### config.mk
export PLATFORM = sky130hd
export DESIGN_NAME = pgm_port_top
export DESIGN_NICKNAME = d
export VERILOG_FILES = /design/src/rtl/pgm_port_pkg.sv /design/src/rtl/pgm_port_ctrl.sv /design/src/rtl/pgm_port_dp.sv /design/src/rtl/pgm_port_top.sv
export SDC_FILE = /design/constraint.sdc
export NUM_CORES = 1
export LEC_CHECK = 0
export BUFFER_PORTS_ARGS = -buffer_cell sky130_fd_sc_hd__buf_2
export CORE_MARGIN = 3
export CORE_UTILIZATION = 35
export DETAILED_ROUTE_END_ITERATION = 10
export GPL_TIMING_DRIVEN = 0
export PLACE_DENSITY = 0.7
export REMOVE_ABC_BUFFERS = 1
export SLEW_MARGIN = 20
export SYNTH_ARGS = -nofsm -noshare
export SYNTH_HDL_FRONTEND = slang
export SYNTH_SLANG_ARGS = --single-unit
### constraint.sdc
create_clock -name clk -period 1.4 [get_ports clk]
set_clock_uncertainty 0.2 [all_clocks]
set_input_delay 0.42 -clock clk [delete_from_list [all_inputs] [get_ports clk]]
set_output_delay 0.42 -clock clk [all_outputs]
set_load 0.02 [all_outputs]
### src/rtl/pgm_port_pkg.sv
package pgm_port_pkg;

  // Strobes issued by the control unit to the datapath each cycle
  typedef struct packed {
    logic captureLo;    // load low address byte from the port
    logic captureHi;    // load high address bits from the port
    logic captureData;  // latch program data and arm the write strobe
    logic driveOut;     // verify mode: drive read data onto the data port
  } pgmStrobes_t;

endpackage

### src/rtl/pgm_port_ctrl.sv
module pgm_port_ctrl
  import pgm_port_pkg::*;
#(
  parameter int KEY_BITS = 10,
  parameter logic [KEY_BITS-1:0] KEY_VALUE = 10'h1B5
) (
  input  logic        clk,
  input  logic        rstN,
  input  logic        keyIn,
  input  logic        selHigh,
  input  logic        outEn,
  input  logic        pgmPulse,
  output logic        progActive,
  output pgmStrobes_t strobes
);

  localparam int CNT_W = $clog2(KEY_BITS + 1);
  localparam logic [CNT_W-1:0] LAST_BIT = CNT_W'(KEY_BITS - 1);

  logic [KEY_BITS-1:0] keyShift;
  logic [KEY_BITS-1:0] keyNext;
  logic [CNT_W-1:0]    bitCnt;
  logic                keyDone;
  logic                selPrev;
  logic                pulsePrev;
  logic                selStable;
  logic                pulseRise;

  // New bits enter at the top, so after KEY_BITS shifts bit 0 holds the first one
  assign keyNext = {keyIn, keyShift[KEY_BITS-1:1]};

  always_ff @(posedge clk or negedge rstN) begin
    if (!rstN) begin
      keyShift   <= '0;
      bitCnt     <= '0;
      keyDone    <= 1'b0;
      progActive <= 1'b0;
    end else if (!keyDone) begin
      keyShift <= keyNext;
      bitCnt   <= bitCnt + 1'b1;
      if (bitCnt == LAST_BIT) begin
        keyDone    <= 1'b1;
        progActive <= (keyNext == KEY_VALUE);
      end
    end
  end

  always_ff @(posedge clk or negedge rstN) begin
    if (!rstN) begin
      selPrev   <= 1'b0;
      pulsePrev <= 1'b0;
    end else begin
      selPrev   <= selHigh;
      pulsePrev <= pgmPulse;
    end
  end

  assign selStable = (selHigh == selPrev);
  assign pulseRise = pgmPulse & ~pulsePrev;

  always_comb begin
    strobes.captureLo   = progActive & selStable & ~selHigh;
    strobes.captureHi   = progActive & selStable &  selHigh;
    strobes.captureData = progActive & ~outEn & pulseRise;
    strobes.driveOut    = progActive & outEn;
  end

  AST_MODE_FROZEN: assert property (@(posedge clk) disable iff (!rstN)
    keyDone |=> $stable(progActive));

  AST_NO_ENTRY_EARLY: assert property (@(posedge clk) disable iff (!rstN)
    !keyDone |-> !progActive);

  AST_BITCNT_BOUND: assert property (@(posedge clk) disable iff (!rstN)
    bitCnt <= CNT_W'(KEY_BITS));

endmodule

### src/rtl/pgm_port_dp.sv
module pgm_port_dp
  import pgm_port_pkg::*;
#(
  parameter int PORT_BITS = 8,
  parameter int ADDR_BITS = 11
) (
  input  logic                 clk,
  input  logic                 rstN,
  input  pgmStrobes_t          strobes,
  input  logic [PORT_BITS-1:0] addrPort,
  input  logic [PORT_BITS-1:0] dataIn,
  input  logic [PORT_BITS-1:0] memRdData,
  output logic [ADDR_BITS-1:0] memAddr,
  output logic [PORT_BITS-1:0] memWrData,
  output logic                 memWe,
  output logic [PORT_BITS-1:0] dataOut,
  output logic                 dataOe
);

  localparam int HI_BITS = ADDR_BITS - PORT_BITS;

  logic [PORT_BITS-1:0] addrLo;
  logic [HI_BITS-1:0]   addrHi;

  always_ff @(posedge clk or negedge rstN) begin
    if (!rstN) begin
      addrLo <= '0;
      addrHi <= '0;
    end else begin
      if (strobes.captureLo) addrLo <= addrPort;
      if (strobes.captureHi) addrHi <= addrPort[HI_BITS-1:0];
    end
  end

  always_ff @(posedge clk or negedge rstN) begin
    if (!rstN) begin
      memWrData <= '0;
      memWe     <= 1'b0;
    end else begin
      memWe <= strobes.captureData;
      if (strobes.captureData) memWrData <= dataIn;
    end
  end

  assign memAddr = {addrHi, addrLo};
  assign dataOe  = strobes.driveOut;
  assign dataOut = strobes.driveOut ? memRdData : '0;

  AST_WE_SINGLE: assert property (@(posedge clk) disable iff (!rstN)
    memWe |=> !memWe);

  AST_WDATA_HOLD: assert property (@(posedge clk) disable iff (!rstN)
    !strobes.captureData |=> $stable(memWrData));

  AST_LO_HOLD: assert property (@(posedge clk) disable iff (!rstN)
    !strobes.captureLo |=> $stable(memAddr[PORT_BITS-1:0]));

endmodule

### src/rtl/pgm_port_top.sv
module pgm_port_top
  import pgm_port_pkg::*;
#(
  parameter int KEY_BITS = 10,
  parameter logic [KEY_BITS-1:0] KEY_VALUE = 10'h1B5,
  parameter int PORT_BITS = 8,
  parameter int ADDR_BITS = 11
) (
  input  logic                 clk,
  input  logic                 rstN,
  input  logic                 keyIn,
  input  logic                 selHigh,
  input  logic                 outEn,
  input  logic                 pgmPulse,
  input  logic [PORT_BITS-1:0] addrPort,
  input  logic [PORT_BITS-1:0] dataIn,
  output logic [PORT_BITS-1:0] dataOut,
  output logic                 dataOe,
  output logic [ADDR_BITS-1:0] memAddr,
  output logic [PORT_BITS-1:0] memWrData,
  output logic                 memWe,
  input  logic [PORT_BITS-1:0] memRdData,
  output logic                 progActive
);

  pgmStrobes_t strobes;

  pgm_port_ctrl #(
    .KEY_BITS (KEY_BITS),
    .KEY_VALUE(KEY_VALUE)
  ) ctrl_i (
    .clk       (clk),
    .rstN      (rstN),
    .keyIn     (keyIn),
    .selHigh   (selHigh),
    .outEn     (outEn),
    .pgmPulse  (pgmPulse),
    .progActive(progActive),
    .strobes   (strobes)
  );

  pgm_port_dp #(
    .PORT_BITS(PORT_BITS),
    .ADDR_BITS(ADDR_BITS)
  ) dp_i (
    .clk      (clk),
    .rstN     (rstN),
    .strobes  (strobes),
    .addrPort (addrPort),
    .dataIn   (dataIn),
    .memRdData(memRdData),
    .memAddr  (memAddr),
    .memWrData(memWrData),
    .memWe    (memWe),
    .dataOut  (dataOut),
    .dataOe   (dataOe)
  );

  AST_IDLE_QUIET: assert property (@(posedge clk) disable iff (!rstN)
    !progActive |-> (!dataOe && !memWe));

  AST_IDLE_ADDR_HOLD: assert property (@(posedge clk) disable iff (!rstN)
    !progActive |=> $stable(memAddr));

endmodule

After elaboration in Yosys (flattened, before gate mapping)
Cells that the tools add are included.
{"block": "word_totals", "register_bits": 38, "latch_bits": 0, "ramBits": 0, "mem_bits_ro": 0, "input_bits": 30, "out_inout_bits": 30, "elab_cells": 29, "mem_count": 0}
{"block": "op_classes", "n_addsub": 1, "multipliers": 0, "div": 0, "n_lt_le_gt_ge": 0, "eq_ne": 3, "n_shift": 0, "n_mux": 3, "n_bitwise": 11, "n_reduce_logical": 1}
{"cell": "$eq 10x9->1 const B", "count": 1}
{"cell": "$mux 8", "count": 1}
{"cell": "$and 1x1->1", "count": 7}
{"cell": "$add 4x1->4 const B", "count": 1}
{"cell": "$eq 4x4->1 const B", "count": 1}
{"cell": "$not 1->1", "count": 4}
{"cell": "$mux 1", "count": 2}
{"cell": "$reduce_and 2->1", "count": 1}
{"cell": "$eq 1x1->1", "count": 1}

Depth between registers and ports, before layout
{"block": "logic_depth", "depth_word": 3, "ltp_mapped": 5, "mapped_depth_nobuf": 5}

Cells and area by module
Synthesis repeated with hierarchy kept, for this count alone.
{"block": "hier_totals", "hier_cells": 98, "area_unflattened_um2": 1595.3}
{"module": "pgm_port_dp", "n_inst": 1, "cells_each": 50, "area_per_inst_um2": 854.6, "seq_area_each_um2": 500.5}
{"module": "pgm_port_ctrl", "n_inst": 1, "cells_each": 48, "area_per_inst_um2": 740.7, "seq_area_each_um2": 425.4}

Worst setup path before layout
No wires, ideal clock.
{"block": "synth_timing", "kind": "reg2out", "start": "reg ctrl_i.progActive", "end": "out dataOut[0]", "t_arrival_ps": 957, "t_required_ps": 780, "setup_slack_ps": -177, "path_stages_with_launch": 3, "path_buffers": 1, "path_cell_list": "dfrtp_1 > clkbuf_1 > and3_2"}
{"block": "synth_between", "elab_chain_cells": 2}
{"element": "start: declaration", "line": "pgm_port_ctrl.sv:13", "rtl": "output logic progActive,"}
{"element": "start signal: assignment", "line": "pgm_port_ctrl.sv:43", "rtl": "progActive <= (keyNext == KEY_VALUE);"}
{"element": "$and 1x1->1", "line": "pgm_port_ctrl.sv:65", "rtl": "strobes.driveOut = progActive & outEn;"}
{"element": "$mux 8", "line": "pgm_port_dp.sv:47", "rtl": "assign dataOut = strobes.driveOut ? memRdData : '0;"}
{"element": "end: declaration", "line": "pgm_port_top.sv:17", "rtl": "output logic [PORT_BITS-1:0] dataOut,"}
Every way passes these cells.

Final worst setup path
{"block": "layout_timing", "start": "reg ctrl_i.progActive", "end": "out dataOut[1]"}
The elaborated chain is that of the path after synthesis.

==> impl_metrics.env <==
export IMPL_worst_slew_pin_slew_ns=0.793
export IMPL_arrival_ns=1.12
export IMPL_ys_ff_latch=37
export IMPL_ys_types=22
export IMPL_io_pin_count=60
export IMPL_dr_pass1_iters=3
export IMPL_synth_compound_area_frac=0.0114
export IMPL_grt_max_degree=38
export IMPL_hp_class="primary input to async pin"
export IMPL_path_buf_inv=2
export IMPL_placementRows=23
export IMPL_post_synth_top_area_cell="dfrtp_1"
export IMPL_cts_root_buffer="clkbuf_8"
export IMPL_netlist_area_mm2=0.00153
export IMPL_fmax_mhz=574
export IMPL_drive_above_1_share=0.706
export IMPL_clkSinkCount=37
export IMPL_grt_pass1_wl_mm=5.87
export IMPL_area_delta_synth_final_pct=55.5
export IMPL_htree_levels=2
export IMPL_synthTopCellsByCount="37 x dfrtp_1, 20 x mux2_2, 8 x and3_2, 8 x mux2_4, 3 x xnor2_1"
export IMPL_synthArstFlopShare=1.00
export IMPL_numCtsBuffers=5
export IMPL_cts_tree="built"
export IMPL_synthSimpleGateAreaFrac=0.106
export IMPL_synthMuxAreaShare=0.225
export IMPL_port_buffers=59
export IMPL_critPathKind="flop to output port"
export IMPL_finalCriticalPeriod_ns=1.74
export IMPL_track_usage=0.151
export IMPL_die_x_um=72.2
export IMPL_ir_drop_uv=308
export IMPL_layout_setup_ws_ns=-0.342
export IMPL_nets=209
export IMPL_synth_area_leaders="dfrtp_1 60%, mux2_2 15%, mux2_4 7.8%"
export IMPL_synth_xor_area_share=0.0172
export IMPL_syn_inst=98
export IMPL_synth_top_family_by_area="multiplexers"
export IMPL_fin_crit_sh=1.24
export IMPL_crit_fanout=7
export IMPL_cp_start_kind="flop"
export IMPL_end_kind="output port"
export IMPL_grt_ovfl_total=0
export IMPL_crit_chain="buf_6 > and3_4 > buf_6"
export IMPL_start_util=0.372
export IMPL_synth_edf_count=0
export IMPL_drtIter0Drc=40
export IMPL_maxSlewHeadroom=0.472
export IMPL_maxCapViolations=0
export IMPL_ys_warnings_count=0
export IMPL_drc=0
export IMPL_vias=1097
export IMPL_fin_util=0.579
export IMPL_dieArea_mm2=0.00521
export IMPL_synth_ff_type="dfrtp_1"
export IMPL_clk_path_buf_depth=2
export IMPL_clock_latency_ns=0.29
export IMPL_total_leakage_power_nw=1.13
export IMPL_crit_top_cell="buf_6"
export IMPL_avgSynthCellArea_um2=15.6
export IMPL_wl_per_cell_um=16.3
export IMPL_place_inst=203
export IMPL_fin_cells=227
export IMPL_status="finished, violations left"
export IMPL_gp_congestion=0.682
export IMPL_synth_most_common_cell="dfrtp_1"
export IMPL_crit_family="flip-flops"
export IMPL_setup_viol=46
export IMPL_slowest_stage="dfrtp_2"
export IMPL_power_total_mw=2.52
export IMPL_dpl_hpwl_mm=2.21
export IMPL_clkTransAtPathRegs_ns=0.07
export IMPL_maxSlewViolCount=0
export IMPL_synth_top_area_share=0.605
export IMPL_synth_seq_area_share=0.605
export IMPL_hold_ws_ns=0.0177
export IMPL_rsz0062_at_grt="true"
export IMPL_final_hold_violation_count=0
export IMPL_grt_pass1_vias=1205
export IMPL_synth_adder_area_share=0.0163
export IMPL_die_h_um=72.2
export IMPL_critPathMaxStageDelay_ns=0.41
export IMPL_power_density_mw_per_mm2=1060
export IMPL_ant_nets=0
export IMPL_diodes=0
export IMPL_fp_coreArea_mm2=0.00412
export IMPL_cp_required_ns=0.78
export IMPL_viasPerCell=4.83
export IMPL_drt_wl_total_mm=3.70
export IMPL_antenna_found_initial=0
export IMPL_violations="setup timing"
-- flip-flops by register name, indices dropped and copies added, names as in the netlist --
register           flops
ctrl_i.selPrev         1
ctrl_i.progActive      1
dp_i.memWe             1
dp_i.addrHi            3
dp_i.memWrData         8
ctrl_i.bitCnt          4
ctrl_i.keyShift        9
ctrl_i.pulsePrev       1
dp_i.addrLo            8
ctrl_i.keyDone         1
-- through the flow --
stage               setup TNS, ns  setup slack, ns  area, um2
floorplan                   -5.24           -0.332       1510
CTS                         -6.53           -0.348       2360
global route                -8.76           -0.392       2380
detailed placement          -7.46           -0.463       1860
finish                      -6.77           -0.342       2380
global placement            -6.34           -0.415       1860
-- layout by cell type, fill, tap and decap left out --
cell type	count
dfrtp_1	35
buf_6	34
buf_2	29
mux2_4	16
mux2_2	12
buf_4	11
and3_4	8
clkbuf_8	6
xnor2_1	3
and4bb_4	2
nand2b_1	2
ha_1	2
dfrtp_2	2
and2_4	1
inv_1	1
nand3b_1	1
nand3_2	1
nor3b_4	1
nand4b_1	1
nor4bb_2	1
nor4bb_1	1
nand4_1	1
o21ai_1	1
o31ai_1	1
nand2_1	1
o21ai_0	1
clkbuf_1	1
buf_12	1
-- final cells by class --
class | count | area [um2]
fillers | 294 | 1730
flip-flops and latches | 37 | 928
multi-input cells | 57 | 669
repair buffers | 75 | 631
clock buffers | 7 | 86.3
well taps | 50 | 62.6
inverters | 1 | 3.75
-- path summary, 6_finish.rpt --
path	from	to	slack [ns]	depth (start not counted)
setup / recovery	ctrl_i.progActive	dataOut[1]	-0.34	3
hold / removal	rstN	dp_i.addrHi[0]	0.02	1
setup reg to reg	ctrl_i.progActive	dp_i.addrLo[5]	-0.24	5
hold reg to reg	ctrl_i.bitCnt[3]	ctrl_i.bitCnt[3]	0.30	1
max in group asynchronous	rstN	ctrl_i.keyDone	0.44	1
min in group clk	pgmPulse	ctrl_i.pulsePrev	0.08	1
-- power breakdown --
part	internal, mW	switching, mW
Clock	0.390	0.333
Sequential	1.17	0.0718
Combinational	0.335	0.227
-- routing by layer --
metal  vias to the layer above  global-route usage  part of all wire
li1                        506                   -                 -
met5                         -                   0                 0
met4                         0              0.0877             0.024
met1                       531               0.168              0.39
met3                         8              0.0360             0.075
met2                        52               0.263              0.51
-- repair_timing --
| item | in CTS | in global routing |
|---|---|---|
| setup buffers | 14 | 2 |
| setup endpoints to repair | 57 | 49 |
| gates cloned | 1 | 0 |
| hold buffers | 0 | 0 |
| pin swaps | 1 | 0 |
| resized for setup | 89 | 2 |
-- kinds of logic (layout without fill, tap and decap cells) --
group           count (synthesis)  in the layout
flops                          37             37
xor+xnor                        3              3
compound gates                  3              3
mux                            28             28
simple gates                   20             21
fa+ha+maj                       2              2
buf+inv                         5             83
-- worst register-to-register path: cells and delay by family, from the launching register on --
family        cells  cell delay [ns]
buf+inv           3             0.39
flops             1             0.37
mux               1             0.30
simple gates      1             0.25
(Power assumes the default switching activity.)
